`src/rtl/nvhdr_pkg.sv`:
```
package nvhdr_pkg;
  localparam logic [7:0]  SIG_BYTE  = 8'h5A;
  localparam int unsigned ADL_MOD   = 65521;
  localparam int unsigned CK_OFS    = 1;
  localparam int unsigned HSUM_LAST = 15;
  localparam int unsigned ADL_OFS   = 16;
  localparam int unsigned GEN_OFS   = 20;
  localparam int unsigned BODY_OFS  = 20;

  typedef enum logic [1:0] {
    ST_IDLE  = 2'd0,
    ST_BANK0 = 2'd1,
    ST_BANK1 = 2'd2
  } seq_state_e;
endpackage

```
`src/rtl/nvhdr_hdr_sum.sv`:
```
module nvhdr_hdr_sum (
  input  logic       clk,
  input  logic       rst_n,
  input  logic       clr_i,
  input  logic       en_i,
  input  logic [7:0] byte_i,
  output logic [7:0] fold_o
);
  logic [15:0] acc_q, acc_d;
  logic [15:0] f;

  always_comb begin
    acc_d = acc_q;
    if (clr_i)     acc_d = '0;
    else if (en_i) acc_d = acc_q + {8'h00, byte_i};
  end

  always_ff @(posedge clk or negedge rst_n) begin
    if (!rst_n) acc_q <= '0;
    else        acc_q <= acc_d;
  end

  // end-around carry fold, enough passes for any 16-bit sum
  always_comb begin
    f = acc_q;
    for (int k = 0; k < 3; k++) begin
      if (f > 16'h00FF) f = {8'h00, f[7:0]} + {8'h00, f[15:8]};
    end
    fold_o = f[7:0];
  end
endmodule

```
`src/rtl/nvhdr_body_sum.sv`:
```
module nvhdr_body_sum (
  input  logic        clk,
  input  logic        rst_n,
  input  logic        clr_i,
  input  logic        en_i,
  input  logic [7:0]  byte_i,
  output logic [31:0] sum_o
);
  import nvhdr_pkg::*;
  localparam logic [16:0] MOD17 = 17'(ADL_MOD);

  logic [15:0] low_q, high_q, low_d, high_d;
  logic [16:0] lo_sum, hi_sum;
  logic [15:0] lo_n, hi_n;

  always_comb begin
    lo_sum = {1'b0, low_q} + {9'b0, byte_i};
    lo_n   = (lo_sum >= MOD17) ? 16'(lo_sum - MOD17) : lo_sum[15:0];
    hi_sum = {1'b0, high_q} + {1'b0, lo_n};
    hi_n   = (hi_sum >= MOD17) ? 16'(hi_sum - MOD17) : hi_sum[15:0];
    low_d  = low_q;
    high_d = high_q;
    if (clr_i) begin
      low_d  = 16'd1;
      high_d = 16'd0;
    end else if (en_i) begin
      low_d  = lo_n;
      high_d = hi_n;
    end
  end

  always_ff @(posedge clk or negedge rst_n) begin
    if (!rst_n) begin
      low_q  <= 16'd1;
      high_q <= 16'd0;
    end else begin
      low_q  <= low_d;
      high_q <= high_d;
    end
  end

  assign sum_o = {high_q, low_q};

  // running sums always reduced
  p_sums_below_mod_r4: assert property (@(posedge clk) disable iff (!rst_n)
    (low_q < MOD17[15:0]) && (high_q < MOD17[15:0]));
endmodule

```
`src/rtl/nvhdr_scan.sv`:
```
module nvhdr_scan #(
  parameter int unsigned IMG_BYTES = 8192,
  localparam int unsigned IDX_W    = $clog2(IMG_BYTES)
) (
  input  logic             clk,
  input  logic             rst_n,
  input  logic             start_i,
  output logic             rd_o,
  output logic [IDX_W-1:0] addr_o,
  input  logic [7:0]       rdata_i,
  output logic             done_o,
  output logic             ok_o,
  output logic [31:0]      gen_o
);
  import nvhdr_pkg::*;
  localparam logic [IDX_W-1:0] LAST  = IDX_W'(IMG_BYTES - 1);
  localparam logic [IDX_W-1:0] I_CK  = IDX_W'(CK_OFS);
  localparam logic [IDX_W-1:0] I_HL  = IDX_W'(HSUM_LAST);
  localparam logic [IDX_W-1:0] I_ADL = IDX_W'(ADL_OFS);
  localparam logic [IDX_W-1:0] I_GEN = IDX_W'(GEN_OFS);
  localparam logic [IDX_W-1:0] I_BDY = IDX_W'(BODY_OFS);

  logic             issue_q, issue_d, rvld_q, done_q;
  logic [IDX_W-1:0] cnt_q, cnt_d, ridx_q;
  logic [7:0]       sig_q, sig_d, ck_q, ck_d;
  logic [31:0]      adl_q, adl_d, gen_q, gen_d;
  logic             accept, hdr_en, body_en;
  logic [7:0]       hdr_fold;
  logic [31:0]      body_sum;

  assign accept = start_i && !issue_q && !rvld_q;

  always_comb begin
    issue_d = issue_q;
    cnt_d   = cnt_q;
    if (accept) begin
      issue_d = 1'b1;
      cnt_d   = '0;
    end else if (issue_q) begin
      cnt_d = cnt_q + 1'b1;
      if (cnt_q == LAST) issue_d = 1'b0;
    end
    sig_d = sig_q;
    ck_d  = ck_q;
    adl_d = adl_q;
    gen_d = gen_q;
    if (rvld_q) begin
      if (ridx_q == '0)   sig_d = rdata_i;
      if (ridx_q == I_CK) ck_d  = rdata_i;
      if (ridx_q >= I_ADL && ridx_q < I_GEN) adl_d = {adl_q[23:0], rdata_i};
      if (ridx_q >= I_GEN && ridx_q < I_GEN + 4) gen_d = {gen_q[23:0], rdata_i};
    end
  end

  assign hdr_en  = rvld_q && (ridx_q == '0 || (ridx_q > I_CK && ridx_q <= I_HL));
  assign body_en = rvld_q && (ridx_q >= I_BDY);

  always_ff @(posedge clk or negedge rst_n) begin
    if (!rst_n) begin
      issue_q <= 1'b0;
      cnt_q   <= '0;
      rvld_q  <= 1'b0;
      ridx_q  <= '0;
      done_q  <= 1'b0;
      sig_q   <= '0;
      ck_q    <= '0;
      adl_q   <= '0;
      gen_q   <= '0;
    end else begin
      issue_q <= issue_d;
      cnt_q   <= cnt_d;
      rvld_q  <= issue_q;
      ridx_q  <= cnt_q;
      done_q  <= rvld_q && (ridx_q == LAST);
      sig_q   <= sig_d;
      ck_q    <= ck_d;
      adl_q   <= adl_d;
      gen_q   <= gen_d;
    end
  end

  nvhdr_hdr_sum u_hdr (
    .clk(clk), .rst_n(rst_n), .clr_i(accept), .en_i(hdr_en),
    .byte_i(rdata_i), .fold_o(hdr_fold)
  );

  nvhdr_body_sum u_body (
    .clk(clk), .rst_n(rst_n), .clr_i(accept), .en_i(body_en),
    .byte_i(rdata_i), .sum_o(body_sum)
  );

  assign rd_o   = issue_q;
  assign addr_o = cnt_q;
  assign done_o = done_q;
  assign ok_o   = (sig_q == SIG_BYTE) && (hdr_fold == ck_q) && (body_sum == adl_q);
  assign gen_o  = ok_o ? gen_q : 32'd0;

  // consecutive reads step the offset by one
  p_addr_step_r8: assert property (@(posedge clk) disable iff (!rst_n)
    rd_o && $past(rd_o) |-> addr_o == $past(addr_o) + 1'b1);
  // every strobe is followed by a data slot
  p_data_slot_r8: assert property (@(posedge clk) disable iff (!rst_n)
    rd_o |=> rvld_q);
endmodule

```
`src/rtl/nvhdr_bank_select.sv`:
```
module nvhdr_bank_select #(
  parameter int unsigned IMG_BYTES = 8192,
  localparam int unsigned IDX_W    = $clog2(IMG_BYTES)
) (
  input  logic             clk,
  input  logic             rst_n,
  input  logic             start_i,
  output logic             mem_rd_o,
  output logic [IDX_W:0]   mem_addr_o,
  input  logic [7:0]       mem_rdata_i,
  output logic             busy_o,
  output logic             done_o,
  output logic [1:0]       bank_valid_o,
  output logic             active_bank_o,
  output logic [31:0]      active_gen_o
);
  import nvhdr_pkg::*;

  logic [1:0]       rs_q;
  logic             rst_ns;
  seq_state_e       st_q, st_d;
  logic             sc_start, sc_rd, sc_done, sc_ok;
  logic [IDX_W-1:0] sc_addr;
  logic [31:0]      sc_gen;
  logic             v0_q, v0_d;
  logic [31:0]      g0_q, g0_d;
  logic             done_q, done_d, abank_q, abank_d;
  logic [1:0]       bval_q, bval_d;
  logic [31:0]      agen_q, agen_d;
  logic             pick1;

  // reset: asserted asynchronously, released on a clock edge
  always_ff @(posedge clk or negedge rst_n) begin
    if (!rst_n) rs_q <= 2'b00;
    else        rs_q <= {rs_q[0], 1'b1};
  end
  assign rst_ns = rs_q[1];

  assign sc_start = (st_q == ST_IDLE && start_i) || (st_q == ST_BANK0 && sc_done);
  assign pick1    = sc_gen > g0_q;

  always_comb begin
    st_d    = st_q;
    v0_d    = v0_q;
    g0_d    = g0_q;
    done_d  = 1'b0;
    bval_d  = bval_q;
    abank_d = abank_q;
    agen_d  = agen_q;
    case (st_q)
      ST_IDLE:  if (start_i) st_d = ST_BANK0;
      ST_BANK0: if (sc_done) begin
        st_d = ST_BANK1;
        v0_d = sc_ok;
        g0_d = sc_gen;
      end
      ST_BANK1: if (sc_done) begin
        st_d    = ST_IDLE;
        done_d  = 1'b1;
        bval_d  = {sc_ok, v0_q};
        abank_d = pick1;
        agen_d  = pick1 ? sc_gen : g0_q;
      end
      default: st_d = ST_IDLE;
    endcase
  end

  always_ff @(posedge clk or negedge rst_ns) begin
    if (!rst_ns) begin
      st_q    <= ST_IDLE;
      v0_q    <= 1'b0;
      g0_q    <= '0;
      done_q  <= 1'b0;
      bval_q  <= '0;
      abank_q <= 1'b0;
      agen_q  <= '0;
    end else begin
      st_q    <= st_d;
      v0_q    <= v0_d;
      g0_q    <= g0_d;
      done_q  <= done_d;
      bval_q  <= bval_d;
      abank_q <= abank_d;
      agen_q  <= agen_d;
    end
  end

  nvhdr_scan #(.IMG_BYTES(IMG_BYTES)) u_scan (
    .clk(clk), .rst_n(rst_ns), .start_i(sc_start),
    .rd_o(sc_rd), .addr_o(sc_addr), .rdata_i(mem_rdata_i),
    .done_o(sc_done), .ok_o(sc_ok), .gen_o(sc_gen)
  );

  assign mem_rd_o      = sc_rd;
  assign mem_addr_o    = {st_q == ST_BANK1, sc_addr};
  assign busy_o        = st_q != ST_IDLE;
  assign done_o        = done_q;
  assign bank_valid_o  = bval_q;
  assign active_bank_o = abank_q;
  assign active_gen_o  = agen_q;

  // done lasts a single cycle
  p_done_pulse_r7: assert property (@(posedge clk) disable iff (!rst_ns)
    done_o |=> !done_o);
  // bank 1 only chosen when it is valid
  p_pick_valid_r6: assert property (@(posedge clk) disable iff (!rst_ns)
    done_o && active_bank_o |-> bank_valid_o[1]);
  // no valid bank means a zero generation
  p_none_zero_gen_r5: assert property (@(posedge clk) disable iff (!rst_ns)
    done_o && (bank_valid_o == 2'b00) |-> active_gen_o == 32'd0);
  // reads only while a scan is running
  p_rd_in_busy_r8: assert property (@(posedge clk) disable iff (!rst_ns)
    mem_rd_o |-> busy_o);
endmodule

```
`config.mk`:
```
export PLATFORM = sky130hd
export DESIGN_NAME = nvhdr_bank_select
export DESIGN_NICKNAME = d
export VERILOG_FILES = /design/src/rtl/nvhdr_pkg.sv /design/src/rtl/nvhdr_hdr_sum.sv /design/src/rtl/nvhdr_body_sum.sv /design/src/rtl/nvhdr_scan.sv /design/src/rtl/nvhdr_bank_select.sv
export SDC_FILE = /design/constraint.sdc
export NUM_CORES = 1
export LEC_CHECK = 0
export BUFFER_PORTS_ARGS = -buffer_cell sky130_fd_sc_hd__buf_2
export CAP_MARGIN = 20
export CORE_UTILIZATION = 55
export DETAILED_ROUTE_END_ITERATION = 7
export HOLD_SLACK_MARGIN = 0.12
export PLACE_DENSITY = 0.75
export SLEW_MARGIN = 20
export SYNTH_ARGS = -nofsm -noshare
export SYNTH_HDL_FRONTEND = slang
export SYNTH_SLANG_ARGS = --single-unit
```
`constraint.sdc`:
```
create_clock -name clk -period 7.75 [get_ports clk]
set_input_delay 0.775 -clock clk [delete_from_list [all_inputs] [get_ports clk]]
set_output_delay 0.775 -clock clk [all_outputs]
set_load 0.02 [all_outputs]
```
==> impl_metrics.ini <==
[outcome]
status = finished, violations left
violations = setup timing

[setup_path]
cp_max_fo = 8
cp_slowest_cell = or4_4
critPathMaxStageDelay_ns = 0.52
path_class = reg2reg
r2r-end = active_gen_o[17]
worstPathArrival_ns = 8.26
r2r_cells = 37
rrSetupSlack_ns = -0.08
r2r-start = u_scan.u_hdr.acc_q[8]
required_ns = 8.17
critical_path.startpoint_type = register
end_kind = register

[drt]
vias_per_cell = 6.33
postRouteWirelength_mm = 41.8
drtIter0Drc = 1192
drtPass1Iterations = 5
vias = 13200
wire_per_inst_um = 20.0
drc_errors = 0
antenna_left = 0

[power_and_ir_drop]
p_per_area_nw_per_um2 = 475
p_leak_nw = 7.81
peakVddDrop_v = 0.000313

[hold_path]
hold_path_class = reg2async

[die]
die-area_um2 = 28400
die_h_um = 168
core_um2 = 27000
rows = 60
start_util_pct = 56.3
io_pins = 63
fp.dieW_um = 168

[global_route]
grt_start_max_net_pins = 154
antenna_found_initial = 0
grt_pass1_vias = 12800
grt_use_met3_pct = 4.82
grt_util_met2_pct = 47.1
overflow = 0
busiest_layer = met2
groute.usage.overall_pct = 28.8
grt_pass1_wl_mm = 66.0
use_met1_pct = 38.3

[final_layout]
final_cells = 2089
drive_gt1_share_pct = 20.1
antenna-diode-count = 0
syn2layout_area_growth_pct = 16.2
nNetsFinal = 1841

[cts]
clk_pin_slew_ns = 0.06
cts.htree.levels = 1
clock_sinks = 230
numCtsBuffers = 25
root_buffer = clkbuf_16
worst_skew_pair.late_latency_ns = 0.53
cts_buffer_depth = 3
cts_tree = done

[synth]
synth.top_cell.area_share_pct = 37.6
yosysTopAreaCell = dfrtp_1
yosys-top-cells-area = dfrtp_1 38%, ha_1 7.6%, mux2_2 6.0%
yosys_warnings = 0
ys.flop_type = dfrtp_1
syn-cell-area_um2 = 15200
syn_area_per_cell_um2 = 9.30
synth_cell_types = 89
synth_enable_flop_cells = 0
synthArstFlopShare_pct = 100
ys_ff_latch = 230
ys_seq_area_share_pct = 37.8
synth_cells = 1637

[timing]
hold_viol_final = 0
fin_crit_ns = 7.83
worst_clock_skew_ns = 0.0248
slew_viol_final = 0
period_share_pct = 101
timing.fmax_ghz = 0.128
setup_slack_ns = -0.0845
relSlewSlack_pct = 30.0
tightestPinTransition_ns = 1.05
setup_viol = 28
rsz0062_at_grt = true

[place]
gp_congestion = 0.898
port_buffers = 62
hpwl_mm = 27.8
dp_cells = 2011
pre_cts_slack_ns = -0.0790

[run]
maxCapViolCount = 0
-- cell usage after synthesis (19+ instances only) --
cell type  count
inv_1         66
nor3_1        27
ha_1          92
and3_1        19
o31ai_1       46
a31oi_1       44
xor2_1        31
o22ai_1       35
clkbuf_1      67
xnor2_1       69
nand4_1       41
a211oi_1      25
a21o_1        39
dfrtp_1      229
and2_1        76
nand2_1      172
mux2_2        81
a21oi_1       56
nand3_1       46
nor2_1        86
o21ai_0       48
-- per-stage QoR --
step	utilization, %	hold slack [ns]	TNS, ns	total power (W)	cell area (um2)
final	65.5	0.212	-1.55	0.00841	17700
after floorplan	-	0.331	0	0.00549	15300
after CTS	63.9	0.364	0	0.00812	17300
after global routing	65.5	0.242	-10.42	0.00898	17700
after global placement	59.5	0.340	0	0.00656	16100
after detailed placement	59.5	0.343	-1.60	0.00669	16100
-- routing by layer --
metal | wire, um | vias to the layer above
met4 | 1600 | 0
met2 | 19700 | 476
met3 | 2750 | 127
met1 | 17800 | 6473
met5 | 0 | -
li1 | - | 6141
-- power by group --
| group | total, W | internal, W | switching, W | leakage (nW) |
|---|---|---|---|---|
| Clock | 0.00127 | 0.000764 | 0.000506 | 0.423 |
| Combinational | 0.00511 | 0.00222 | 0.00289 | 4.49 |
| Sequential | 0.00203 | 0.00158 | 0.000450 | 2.90 |
| Total | 0.00841 | 0.00456 | 0.00385 | 7.81 |
-- how the worst max path moves through the flow --
stage	slack [ns]	to	from	cells past startpoint
floorplan	0.003	active_gen_o[10]	u_scan.u_hdr.acc_q[8]	38
finish	-0.08	active_gen_o[17]	u_scan.u_hdr.acc_q[8]	37
detailed placement	-0.08	active_gen_o[12]	u_scan.u_hdr.acc_q[8]	36
CTS	0.03	active_gen_o[12]	u_scan.u_hdr.acc_q[8]	39
global route	-0.38	active_gen_o[17]	u_scan.u_hdr.acc_q[12]	36
global placement	0.13	active_gen_o[5]	u_scan.u_hdr.acc_q[8]	36
-- critical path: cells and delay by family (launching register included) --
family / cells / cell delay [ns]
xor gates and xnor gates: 1 / 0.15
buffers and inverters: 5 / 0.63
adders and majority gates: 7 / 1.79
and+or+nand+nor: 6 / 1.20
AOI/OAI and AO/OA: 18 / 3.58
DFF: 1 / 0.42
-- sequential cells by signal, indices dropped and copies added, names as in the netlist, 2 cells and up --
name / count
rs_q: 2
u_scan.ridx_q: 13
active_gen_o: 32
u_scan.u_body.high_q: 16
u_scan.u_body.low_q: 16
u_scan.adl_q: 32
u_scan.gen_q: 32
u_scan.u_hdr.acc_q: 16
st_q: 2
u_scan.sig_q: 8
bank_valid_o: 2
u_scan.ck_q: 8
g0_q: 32
u_scan.addr_o: 13
-- final cells by class --
cell class              instances  area (um2)
clock buffers                  29         681
clock inverters                14         193
fillers                      2116        9340
inverters                      66         249
multi-input cells            1266        9260
flip-flops and latches        230        5760
well taps                     341         427
repair buffers                143        1120
-- what timing repair did --
action                                  4_1_cts  5_1_grt
resized for setup                            22       51
setup buffers                                16       12
endpoints found under the hold margin         2        0
endpoints found under the setup margin       31       33
pin swaps                                    10       33
hold buffers                                  1        0
gates cloned                                  3        4
-- cell families (layout without fill, tap and decap cells) --
kind of cell | after synthesis | count (layout) | share of synthesized area (%)
and+or+nand+nor | 560 | 561 | 18.9
AOI/OAI and AO/OA | 403 | 403 | 18.6
DFF | 230 | 230 | 37.8
buffers and inverters | 156 | 252 | 4.09
xor gates and xnor gates | 100 | 100 | 5.75
adders and majority gates | 98 | 98 | 8.35
muxes | 88 | 88 | 6.45
other | 2 | 16 | 0.0493
-- cells in the final DEF (no fill, tap or decap), types with 46 or more instances in the layout --
cell type	count
nand3_1	46
xnor2_1	68
nand2_1	171
dfrtp_1	227
and2_1	73
a21oi_1	51
mux2_2	81
nor2_1	83
inv_1	63
buf_2	62
buf_4	66
ha_1	86
No activity file was read; power rests on OpenSTA's default activity.
